<file path="src/rtl/sckdiv_pkg.sv">
`timescale 1ns/1ps
package sckdiv_pkg;
  localparam int unsigned CFG_W_DEF    = 32;
  localparam int unsigned CNT_W_DEF    = 6;
  localparam int unsigned TERM_LSB_DEF = 0;
  localparam int unsigned HI_LSB_DEF   = 6;
  localparam int unsigned DIV_LSB_DEF  = 12;
  localparam int unsigned SEL_BIT_DEF  = 31;
  localparam int unsigned SYNC_DEF     = 2;

  // Run state of the phase generator.
  typedef enum logic {PH_IDLE = 1'b0, PH_RUN = 1'b1} phase_state_e;

  // Mask covering a field of the configuration word.
  function automatic logic [63:0] field_mask(int unsigned lsb, int unsigned width);
    logic [63:0] m;
    m = ((64'd1 << width) - 64'd1) << lsb;
    return m;
  endfunction
endpackage

</file>
<file path="src/rtl/sckdiv_rst_sync.sv">
`timescale 1ns/1ps
module sckdiv_rst_sync #(
  parameter int unsigned STAGES = 2
) (
  input  logic clk_i,
  input  logic rst_ni,
  output logic rst_no
);
  logic [STAGES-1:0] sync_q;

  always_ff @(posedge clk_i or negedge rst_ni) begin
    if (!rst_ni) begin
      sync_q <= '0;
    end else begin
      sync_q <= {sync_q[STAGES-2:0], 1'b1};
    end
  end

  assign rst_no = sync_q[STAGES-1];
endmodule

</file>
<file path="src/rtl/sckdiv_cfg.sv">
`timescale 1ns/1ps
module sckdiv_cfg import sckdiv_pkg::*; #(
  parameter int unsigned CFG_W    = CFG_W_DEF,
  parameter int unsigned CNT_W    = CNT_W_DEF,
  parameter int unsigned TERM_LSB = TERM_LSB_DEF,
  parameter int unsigned HI_LSB   = HI_LSB_DEF,
  parameter int unsigned DIV_LSB  = DIV_LSB_DEF,
  parameter int unsigned SEL_BIT  = SEL_BIT_DEF
) (
  input  logic             clk_i,
  input  logic             rst_ni,
  input  logic             wr_i,
  input  logic [CFG_W-1:0] data_i,
  input  logic             load_i,
  output logic [CNT_W-1:0] term_o,
  output logic [CNT_W-1:0] hi_o,
  output logic             sel_o
);
  localparam logic [CFG_W-1:0] USED_MASK = CFG_W'(field_mask(TERM_LSB, CNT_W)
                                                | field_mask(HI_LSB, CNT_W)
                                                | field_mask(DIV_LSB, CNT_W)
                                                | field_mask(SEL_BIT, 1));
  localparam logic [CNT_W-1:0] ONE = CNT_W'(1);

  // Reserved bits are not stored.
  logic unused_rsvd;
  assign unused_rsvd = ^(data_i & ~USED_MASK);

  // Shadow copy of the written word.
  logic [CNT_W-1:0] sh_term_q, sh_hi_q, sh_div_q;
  logic [CNT_W-1:0] sh_term_d, sh_hi_d, sh_div_d;
  logic             sh_sel_q, sh_sel_d;

  always_comb begin
    sh_term_d = sh_term_q;
    sh_hi_d   = sh_hi_q;
    sh_div_d  = sh_div_q;
    sh_sel_d  = sh_sel_q;
    if (wr_i) begin
      sh_term_d = data_i[TERM_LSB +: CNT_W];
      sh_hi_d   = data_i[HI_LSB +: CNT_W];
      sh_div_d  = data_i[DIV_LSB +: CNT_W];
      sh_sel_d  = data_i[SEL_BIT];
    end
  end

  always_ff @(posedge clk_i or negedge rst_ni) begin
    if (!rst_ni) begin
      sh_term_q <= '0;
      sh_hi_q   <= '0;
      sh_div_q  <= '0;
      sh_sel_q  <= 1'b0;
    end else if (wr_i) begin
      sh_term_q <= sh_term_d;
      sh_hi_q   <= sh_hi_d;
      sh_div_q  <= sh_div_d;
      sh_sel_q  <= sh_sel_d;
    end
  end

  // Effective period and high phase, from the word about to be loaded.
  logic [CNT_W-1:0] lim, term_eff, hi_eff;
  always_comb begin
    lim      = (sh_div_d < sh_term_d) ? sh_div_d : sh_term_d;
    term_eff = (lim == '0) ? ONE : lim;
    hi_eff   = (sh_hi_d >= term_eff) ? (term_eff - ONE) : sh_hi_d;
  end

  // Active copy, loaded only while the generator is idle.
  logic [CNT_W-1:0] act_term_q, act_hi_q;
  always_ff @(posedge clk_i or negedge rst_ni) begin
    if (!rst_ni) begin
      act_term_q <= ONE;
      act_hi_q   <= '0;
    end else if (load_i) begin
      act_term_q <= term_eff;
      act_hi_q   <= hi_eff;
    end
  end

  assign term_o = act_term_q;
  assign hi_o   = act_hi_q;
  assign sel_o  = sh_sel_q;

  a_r4_term_nonzero: assert property (@(posedge clk_i) disable iff (!rst_ni)
    act_term_q != '0);
  a_r5_hi_below_term: assert property (@(posedge clk_i) disable iff (!rst_ni)
    act_hi_q < act_term_q);
  a_r10_sel_follows_write: assert property (@(posedge clk_i) disable iff (!rst_ni)
    wr_i |=> (sel_o == $past(data_i[SEL_BIT])));
endmodule

</file>
<file path="src/rtl/sckdiv_phase.sv">
`timescale 1ns/1ps
module sckdiv_phase import sckdiv_pkg::*; #(
  parameter int unsigned CNT_W = CNT_W_DEF
) (
  input  logic             clk_i,
  input  logic             rst_ni,
  input  logic             run_i,
  input  logic [CNT_W-1:0] term_i,
  input  logic [CNT_W-1:0] hi_i,
  output logic             active_o,
  output logic             sck_o,
  output logic             rise_o,
  output logic             fall_o
);
  localparam logic [CNT_W-1:0] ONE  = CNT_W'(1);
  localparam logic [CNT_W:0]   ONEW = (CNT_W+1)'(1);

  phase_state_e     st_q, st_d;
  logic [CNT_W-1:0] cnt_q, cnt_d;
  logic             sck_q, rise_q, fall_q;
  logic             sck_d, rise_d, fall_d;
  logic [CNT_W:0]   fall_pt;
  logic             upd_en;

  assign fall_pt = {1'b0, hi_i} + ONEW;
  assign upd_en  = run_i | (st_q == PH_RUN);

  always_comb begin
    st_d  = run_i ? PH_RUN : PH_IDLE;
    cnt_d = '0;
    if (run_i && (st_q == PH_RUN) && (cnt_q != term_i)) begin
      cnt_d = cnt_q + ONE;
    end
    sck_d  = run_i && (cnt_d <= hi_i);
    rise_d = run_i && (cnt_d == '0);
    fall_d = run_i && ({1'b0, cnt_d} == fall_pt);
  end

  always_ff @(posedge clk_i or negedge rst_ni) begin
    if (!rst_ni) begin
      st_q   <= PH_IDLE;
      cnt_q  <= '0;
      sck_q  <= 1'b0;
      rise_q <= 1'b0;
      fall_q <= 1'b0;
    end else if (upd_en) begin
      st_q   <= st_d;
      cnt_q  <= cnt_d;
      sck_q  <= sck_d;
      rise_q <= rise_d;
      fall_q <= fall_d;
    end
  end

  assign active_o = (st_q == PH_RUN);
  assign sck_o    = sck_q;
  assign rise_o   = rise_q;
  assign fall_o   = fall_q;

  a_r2_cnt_in_range: assert property (@(posedge clk_i) disable iff (!rst_ni)
    (st_q == PH_RUN) |-> (cnt_q <= term_i));
  a_r6_rise_marks_edge: assert property (@(posedge clk_i) disable iff (!rst_ni)
    rise_o |-> (sck_o && !$past(sck_o)));
  a_r6_edge_has_rise: assert property (@(posedge clk_i) disable iff (!rst_ni)
    $rose(sck_o) |-> rise_o);
  a_r7_fall_marks_edge: assert property (@(posedge clk_i) disable iff (!rst_ni)
    fall_o |-> (!sck_o && $past(sck_o)));
  a_r7_ticks_exclusive: assert property (@(posedge clk_i) disable iff (!rst_ni)
    !(rise_o && fall_o));
  a_r8_idle_quiet: assert property (@(posedge clk_i) disable iff (!rst_ni)
    !run_i |=> (!sck_o && !rise_o && !fall_o));
endmodule

</file>
<file path="src/rtl/sckdiv_top.sv">
`timescale 1ns/1ps
module sckdiv_top import sckdiv_pkg::*; #(
  parameter int unsigned CFG_W    = CFG_W_DEF,
  parameter int unsigned CNT_W    = CNT_W_DEF,
  parameter int unsigned TERM_LSB = TERM_LSB_DEF,
  parameter int unsigned HI_LSB   = HI_LSB_DEF,
  parameter int unsigned DIV_LSB  = DIV_LSB_DEF,
  parameter int unsigned SEL_BIT  = SEL_BIT_DEF,
  parameter int unsigned SYNC_STG = SYNC_DEF
) (
  input  logic             clk_i,
  input  logic             rst_ni,
  input  logic             cfg_wr_i,
  input  logic [CFG_W-1:0] cfg_data_i,
  input  logic             run_i,
  output logic             src_sel_o,
  output logic             sck_o,
  output logic             rise_tick_o,
  output logic             fall_tick_o
);
  logic             rst_n_sync;
  logic             active;
  logic             load;
  logic [CNT_W-1:0] act_term, act_hi;

  sckdiv_rst_sync #(.STAGES(SYNC_STG)) u_rst_sync (
    .clk_i  (clk_i),
    .rst_ni (rst_ni),
    .rst_no (rst_n_sync)
  );

  assign load = !active;

  sckdiv_cfg #(
    .CFG_W(CFG_W), .CNT_W(CNT_W), .TERM_LSB(TERM_LSB),
    .HI_LSB(HI_LSB), .DIV_LSB(DIV_LSB), .SEL_BIT(SEL_BIT)
  ) u_cfg (
    .clk_i  (clk_i),
    .rst_ni (rst_n_sync),
    .wr_i   (cfg_wr_i),
    .data_i (cfg_data_i),
    .load_i (load),
    .term_o (act_term),
    .hi_o   (act_hi),
    .sel_o  (src_sel_o)
  );

  sckdiv_phase #(.CNT_W(CNT_W)) u_phase (
    .clk_i    (clk_i),
    .rst_ni   (rst_n_sync),
    .run_i    (run_i),
    .term_i   (act_term),
    .hi_i     (act_hi),
    .active_o (active),
    .sck_o    (sck_o),
    .rise_o   (rise_tick_o),
    .fall_o   (fall_tick_o)
  );
endmodule

</file>
<file path="config.mk">
export PLATFORM = sky130hd
export DESIGN_NAME = sckdiv_top
export DESIGN_NICKNAME = d
export VERILOG_FILES = /design/src/rtl/sckdiv_pkg.sv /design/src/rtl/sckdiv_rst_sync.sv /design/src/rtl/sckdiv_cfg.sv /design/src/rtl/sckdiv_phase.sv /design/src/rtl/sckdiv_top.sv
export SDC_FILE = /design/constraint.sdc
export NUM_CORES = 1
export LEC_CHECK = 0
export ABC_AREA = 1
export BUFFER_PORTS_ARGS = -buffer_cell sky130_fd_sc_hd__buf_2
export CAP_MARGIN = 5
export CORE_MARGIN = 5
export CORE_UTILIZATION = 31
export DETAILED_ROUTE_END_ITERATION = 10
export SLEW_MARGIN = 20
export SYNTH_ARGS = -nofsm -noshare
export SYNTH_HDL_FRONTEND = slang
export SYNTH_HIERARCHICAL = 1
export SYNTH_SLANG_ARGS = --single-unit
</file>
<file path="constraint.sdc">
create_clock -name clk_i -period 2.5 [get_ports clk_i]
set_input_delay 0.375 -clock clk_i [delete_from_list [all_inputs] [get_ports clk_i]]
set_output_delay 0.375 -clock clk_i [all_outputs]
set_load 0.02 [all_outputs]
</file>
==> impl_metrics.csv, run 1 <==
group,metric,value,unit
timing,min_period_over_period,121,%
drt,routed.top_layer,"met4",
timing,worst_slew_pin_slew,0.912,ns
drt,wl_per_cell,12.2,µm
drt,drc,0,
global_routing,grt_pass1_wl,12700,µm
timing,fmax,330,MHz
floorplan,start_util,32.0,%
drt,drt_iter0_drc,66,
drt,met2_length,3720,µm
critical_path,rrSetupSlack,-0.53,ns
drt,drt-met1-wl,3320,µm
synth,async_flop_share,100,%
timing,maxSlewViolCount,0,
synth,synth.net_count,434,
synth,synth_warnings,6,
synth,synth-edff-count,0,
global_routing,grt_pass1_vias,2814,
global_routing,grt_antenna_before_repair,0,
timing,finalClockSkew,0.00948,ns
status,violations,"negative setup slack",
layout,final_area,4080,µm²
timing,timing.final.ws_setup,-0.534,ns
global_routing,grt_start_max_net_pins,42,
clock_network,htreeDepth,2,
drt,routed_wl,7360,µm
critical_path,critPathLaunchType,"flop",
clock_network,cts_num_sinks,43,
status,status,"finished, violations left",
critical_path,cp.required,2.70,ns
pwr,power_density,610,nW/µm²
pwr,totalPowerFinal,0.00248,W
floorplan,core-area,9280,µm²
placed_design,dp_hpwl,5270,µm
synth,yosys-top-cells-count,"nand2_1, inv_1, dfrtp_1, o21ai_0, nand3_1",
clock_network,path_clk_slew,0.09,ns
critical_path,rr_worst_depth,20,
synth,synth_most_common_cell,"nand2_1",
layout,num-nets-final,531,
drt,vias,2746,
timing,setup_violations,6,
layout,syn_to_final_growth,37.4,%
synth,ys_seq_elements,43,
drt,drt_first_pass_iters,4,
critical_path,criticalPathCategory,"reg2reg",
clock_network,clockBufferDepth,2,
pwr,peakVddDrop,367,µV
floorplan,fp-row-count,35,
synth,synth_flop_cell,"dfrtp_1",
floorplan,chipWidth,108,µm
layout,drive_gt1_share,40.0,%
critical_path,path_max_fanout,7,
timing,slew_headroom,39.2,%
drt,viasPerCell,4.55,
layout,postLayoutCoreUtil,43.9,%
synth,synth_area,2970,µm²
synth,synthCells,378,
critical_path,cp.arrival,3.23,ns
timing,rsz0062_at_grt,"yes",
placed_design,gp_routability_congestion,0.857,
timing,fin_crit,3.03,ns
placed_design,portBuffers,26,
floorplan,die-area,11600,µm²
worst_hold_path,worstHoldStart,"run_i",
pwr,p_leak,2.19,nW
drt,wl_met3,167,µm
synth,yosysSeqAreaShare,36.3,%
worst_hold_path,worst_hold_path.endpoint,"u_phase/active_o",
synth,synth.distinct_cells,39,
drt,antenna_left,0,
global_routing,grt_overflow,0,
clock_network,cts_root_buf,"clkbuf_8",
clock_network,numCtsBuffers,5,
critical_path,r2r-end,"u_cfg/hi_o[5]",
timing,hold_viol_final,0,
critical_path,end_kind,"flop",
layout,n_antenna_cell,0,
clock_network,insertion_delay,0.30,ns
timing,whs,0.237,ns
placed_design,place_area,3580,µm²
global_routing,grt_use_total,13.5,%
clock_network,cts_tree,"yes",
worst_hold_path,hold_class,"in2reg",
floorplan,dieHeight,108,µm
critical_path,reg2reg_from,"u_cfg/sh_div_q[3]",
synth,synth_top_area_cell,"dfrtp_1",
synth,yosysTopAreaCellShare,35.4,%
worst_hold_path,holdPathStages,1,
floorplan,io_pins,40,
synth,synth_area_leaders,"dfrtp_1, nand2_1, ha_1, inv_1, o21ai_0",
synth,syn_area_per_cell,7.85,µm²
job,maxCapViolCount,0,
==> worst max-delay path: stages, from the launching register on <==
cell and delay, ns:
dfrtp_1 0.38, o21ai_2 0.17, inv_2 0.08, ha_4 0.23
a21oi_4 0.15, nor2_4 0.06, nor3_4 0.17, buf_6 0.15
buf_4 0.13, nand3_2 0.09, nand2_2 0.12, inv_4 0.06
ha_1 0.29, inv_1 0.07, nor2_1 0.04, o211ai_1 0.20
nand3_2 0.20, o21ai_1 0.18, inv_1 0.05, nand2_1 0.06
nand2_1 0.04
==> cells by family after synthesis <==
logic type / Yosys count / synth area share (%)
AOI/OAI and AO/OA: 42 / 8.35
buffers and inverters: 77 / 11.3
adders and majority gates: 20 / 8.43
xor gates and xnor gates: 7 / 2.07
other: 1 / 0.126
muxes: 4 / 1.35
DFF: 43 / 36.3
and+or+nand+nor: 184 / 32.1
==> state kept, by name, indices dropped and copies added, names as in the netlist <==
register and flops:
u_cfg/sh_hi_q 6, u_phase/fall_o 1, u_phase/sck_o 1, u_rst_sync/sync_q 2, u_cfg/hi_o 6, u_cfg/sh_div_q 6, u_cfg/sel_o 1, u_phase/active_o 1
u_cfg/term_o 6, u_phase/cnt_q 6, u_cfg/sh_term_q 6, u_phase/rise_o 1
==> layer usage <==
layer | vias up | GRT usage [%]
met5 | - | 0
met1 | 1297 | 16.2
met3 | 16 | 1.68
li1 | 1390 | -
met4 | 0 | 5.32
met2 | 43 | 24.3
==> worst max-delay path by stage <==
| stage | from | end | slack, ns | cells past startpoint |
|---|---|---|---|---|
| 2_1_floorplan | cfg_wr_i | u_cfg/hi_o[3] | -0.70 | 23 |
| 3_3_place_gp | cfg_wr_i | u_cfg/hi_o[4] | -0.81 | 21 |
| 3_5_place_dp | cfg_wr_i | u_cfg/hi_o[3] | -0.99 | 23 |
| 4_1_cts | u_cfg/sh_div_q[3] | u_cfg/hi_o[3] | -0.39 | 21 |
| 5_1_grt | u_cfg/sh_div_q[3] | u_cfg/hi_o[3] | -0.73 | 20 |
| 6_report | u_cfg/sh_div_q[3] | u_cfg/hi_o[5] | -0.53 | 20 |
==> per-stage QoR <==
step,cells,worst slack (ns),TNS (ns)
2_1_floorplan,378,-0.697,-3.98
3_3_place_gp,573,-0.810,-5.10
3_5_place_dp,573,-0.991,-6.32
4_1_cts,599,-0.390,-2.20
5_1_grt,604,-0.734,-4.35
6_report,604,-0.534,-3.09
==> power breakdown <==
| group | switching, W | internal [W] | total (W) |
|---|---|---|---|
| registers | 0.000100 | 0.000790 | 0.000890 |
| logic | 0.000608 | 0.000523 | 0.00113 |
| clock network | 0.000246 | 0.000217 | 0.000463 |
==> area by class of cell <==
type	count	area, µm²
fillers	959	5210
multi-input cells	258	1750
flip-flops and latches	43	1080
repair buffers	95	688
inverters	72	314
well taps	129	161
clock buffers	6	82.6
clock inverters	1	5.00
==> what timing repair did <==
item | in CTS | in global routing
pin swaps | 18 | 7
hold endpoints to repair | 2 | 0
gates resized for setup | 42 | 14
endpoints found under the setup margin | 7 | 7
setup buffers | 18 | 5
hold buffers | 1 | 0
==> cell usage in the layout, fill, tap and decap left out, types with 6 or more instances in the layout <==
| cell type | n |
|---|---|
| nand2_4 | 9 |
| buf_4 | 62 |
| nand3_1 | 16 |
| o21ai_2 | 9 |
| clkbuf_8 | 6 |
| nand2_1 | 84 |
| inv_1 | 58 |
| inv_2 | 9 |
| buf_6 | 6 |
| nand2_2 | 20 |
| nand3_2 | 10 |
| dfrtp_1 | 41 |
| buf_2 | 25 |
| nor2_1 | 11 |
| ha_1 | 15 |
| o21ai_0 | 16 |
| nand4_1 | 10 |
| xor2_1 | 6 |
(Power assumes the default switching activity.)
==> run 2, diff against run 1 <==
--- a/config.mk
+++ b/config.mk
@@ -11,6 +11,7 @@
 export CORE_MARGIN = 5
 export CORE_UTILIZATION = 31
 export DETAILED_ROUTE_END_ITERATION = 10
+export GPL_TIMING_DRIVEN = 0
 export SLEW_MARGIN = 20
 export SYNTH_ARGS = -nofsm -noshare
 export SYNTH_HDL_FRONTEND = slang
==> impl_metrics.csv, run 2 (synthesized netlist as in run 1, its figures left out) <==
group,metric,value,unit
status,status,"finished, violations left",
critical_path,r2r-end,"u_cfg/hi_o[2]",
critical_path,timing.critical_path.mode_cell,"buf_6",
layout,final.fill_count,934,
drt,viasPerCell,4.59,
timing,timing.final.ws_setup,-0.599,ns
layout,num-nets-final,499,
timing,slew_headroom,54.8,%
timing,fin_crit,3.10,ns
layout,mostFrequentLayoutCells,"nand2_1, inv_1, dfrtp_1",
critical_path,critPathMaxStageDelay,0.27,ns
clock_network,insertion_delay,0.31,ns
worst_hold_path,hold_class,"reg2async",
timing,finalClockSkew,0.0102,ns
critical_path,end_kind,"flop",
placed_design,gp_routability_congestion,0.857,
critical_path,path_max_fanout,8,
clock_network,clockBufferDepth,2,
floorplan,io_pins,40,
global_routing,grt_overflow,0,
job,maxCapViolCount,0,
clock_network,cts_num_sinks,43,
drt,wl_per_cell,12.6,µm
critical_path,cp.arrival,3.28,ns
timing,hold_viol_final,0,
critical_path,crit_chain,"buf_12 -> inv_12 -> buf_8 -> or2_1 -> o21ai_2 -> inv_2 -> ha_4 -> a21oi_4 -> nor2_4 -> nor3_4 -> buf_6 -> nand2_8 -> buf_6 -> o21ai_4 -> o21ai_4 -> ha_4 -> nand4_1 -> buf_6 -> nand3_4 -> inv_2 -> nor2_1 -> o21ai_0",
drt,drt_first_pass_iters,4,
clock_network,cts_tree,"yes",
drt,drt_iter0_drc,110,
pwr,p_sw_share,38.8,%
layout,seq_area,1080,µm²
layout,n_antenna_cell,0,
critical_path,rrSetupSlack,-0.58,ns
drt,routed_wl,7200,µm
critical_path,slowest_stage,"ha_4",
placed_design,portBuffers,26,
critical_path,cp.required,2.68,ns
floorplan,fp-row-count,35,
pwr,pwr-share-clk,19.3,%
global_routing,grt_use_total,12.6,%
drt,drc,0,
critical_path,worst-path-buf-inv,8,
timing,worst_slew_pin_slew,0.671,ns
layout,multi_input_area,1850,µm²
status,violations,"negative setup slack",
pwr,cell_internal_pwr,0.00156,W
timing,setup_violations,7,
layout,drive_gt1_share,36.9,%
pwr,switching_power,0.000987,W
drt,antenna_left,0,
floorplan,core-area,9280,µm²
drt,vias,2630,
critical_path,crit_family,"simple AND/OR/NAND/NOR gates",
floorplan,dieHeight,108,µm
floorplan,die-area,11600,µm²
layout,final_common_cell,"nand2_1",
pwr,p_seq_share,34.7,%
floorplan,chipWidth,108,µm
timing,rsz0062_at_grt,"yes",
layout,syn_to_final_growth,34.9,%
timing,min_period_over_period,124,%
clock_network,cts_root_buf,"clkbuf_8",
timing,fmax,323,MHz
clock_network,htreeDepth,2,
critical_path,reg2reg_from,"u_cfg/sh_term_q[3]",
floorplan,start_util,32.0,%
timing,maxSlewViolCount,0,
pwr,p_comb_share,46.0,%
critical_path,criticalPathCategory,"in2reg",
critical_path,rr_worst_depth,17,
pwr,power_density,637,nW/µm²
placed_design,pre_cts_ws,-1.38,ns
placed_design,dp_hpwl,4890,µm
global_routing,grt_antenna_before_repair,0,
layout,stdcell_count,573,
global_routing,grt_pass1_wl,11900,µm
placed_design,placed_cells,534,
pwr,p_leak,2.08,nW
critical_path,critPathLaunchType,"input pin",
clock_network,path_clk_slew,0.08,ns
global_routing,grt_pass1_vias,2707,
pwr,peakVddDrop,308,µV
global_routing,grt_start_max_net_pins,22,
clock_network,numCtsBuffers,5,
run 2: changes by cell type in the layout (fill, tap and decap cells not counted), moves of 3 or more:
cell / previous run / this run
buf_4: 62 / 18
buf_6: 6 / 11
nand3_1: 16 / 12
a21oi_1: 5 / 2
a21oi_2: 0 / 3
clkbuf_1: 0 / 3
ha_4: 4 / 7
nand3_4: 3 / 6
o21ai_2: 9 / 6
run 2: repair_timing:
action / CTS / global route
setup endpoints to repair: 7 / 7
endpoints found under the hold margin: 2 / 0
buffers inserted: 24 / 5
pin swaps: 27 / 26
hold buffers: 1 / 0
gates cloned: 1 / 0
gates resized for setup: 46 / 35
run 2: worst max path at each step:
| stage | from | end | slack, ns | depth (start not counted) |
|---|---|---|---|---|
| 2_1_floorplan | cfg_wr_i | u_cfg/hi_o[3] | -0.70 | 23 |
| 3_3_place_gp | cfg_wr_i | u_cfg/hi_o[3] | -1.28 | 24 |
| 3_5_place_dp | cfg_wr_i | u_cfg/hi_o[3] | -1.38 | 24 |
| 4_1_cts | cfg_wr_i | u_cfg/hi_o[3] | -0.52 | 23 |
| 5_1_grt | cfg_wr_i | u_cfg/hi_o[3] | -0.72 | 24 |
| 6_report | cfg_wr_i | u_cfg/hi_o[2] | -0.60 | 22 |
run 2: worst register-to-register path, delay by kind of cell (launching register included):
kind / cells / cell delay [ns]
AOI/OAI and AO/OA: 5 / 0.83
adders and majority gates: 2 / 0.54
and+or+nand+nor: 6 / 0.69
buffers and inverters: 4 / 0.52
DFF: 1 / 0.38
run 2: final cells by class:
| type | count | area share (%) |
|---|---|---|
| Multi-Input combinational cell | 259 | 46.1 |
| Sequential cell | 43 | 26.9 |
| Timing Repair Buffer | 57 | 11.0 |
| Inverter | 72 | 7.91 |
| Tap cell | 129 | 4.03 |
| Clock buffer | 8 | 2.50 |
| Buffer | 5 | 1.44 |
run 2: power by group through the flow:
stage	registers, W	logic (W)	clock network [W]
floorplan	0.000882	0.000625	0
global placement	0.000900	0.000771	0
detailed placement	0.000896	0.000803	0
CTS	0.000884	0.00100	0.000520
global route	0.000904	0.00130	0.000542
finish	0.000883	0.00117	0.000493
run 2: metrics by stage:
step                      hold WS, ns  setup TNS [ns]  total power, W  utilization (%)  area [µm²]
final                           0.234           -3.54         0.00255             43.1        4000
after global routing            0.282           -4.29         0.00275             43.1        4000
after CTS                       0.260           -2.94         0.00241             40.9        3800
after detailed placement        0.163           -9.19         0.00170             35.6        3310
after global placement          0.161           -8.53         0.00167             35.3        3280
after floorplan                0.0794           -3.98         0.00151                -        2990
run 2: per-layer routing:
layer	vias to the layer above	track usage, %	wire (µm)
met3	11	2.64	248
met4	0	4.69	144
li1	1330	-	-
met1	1239	15.6	3190
met2	50	21.5	3620
met5	-	0	0
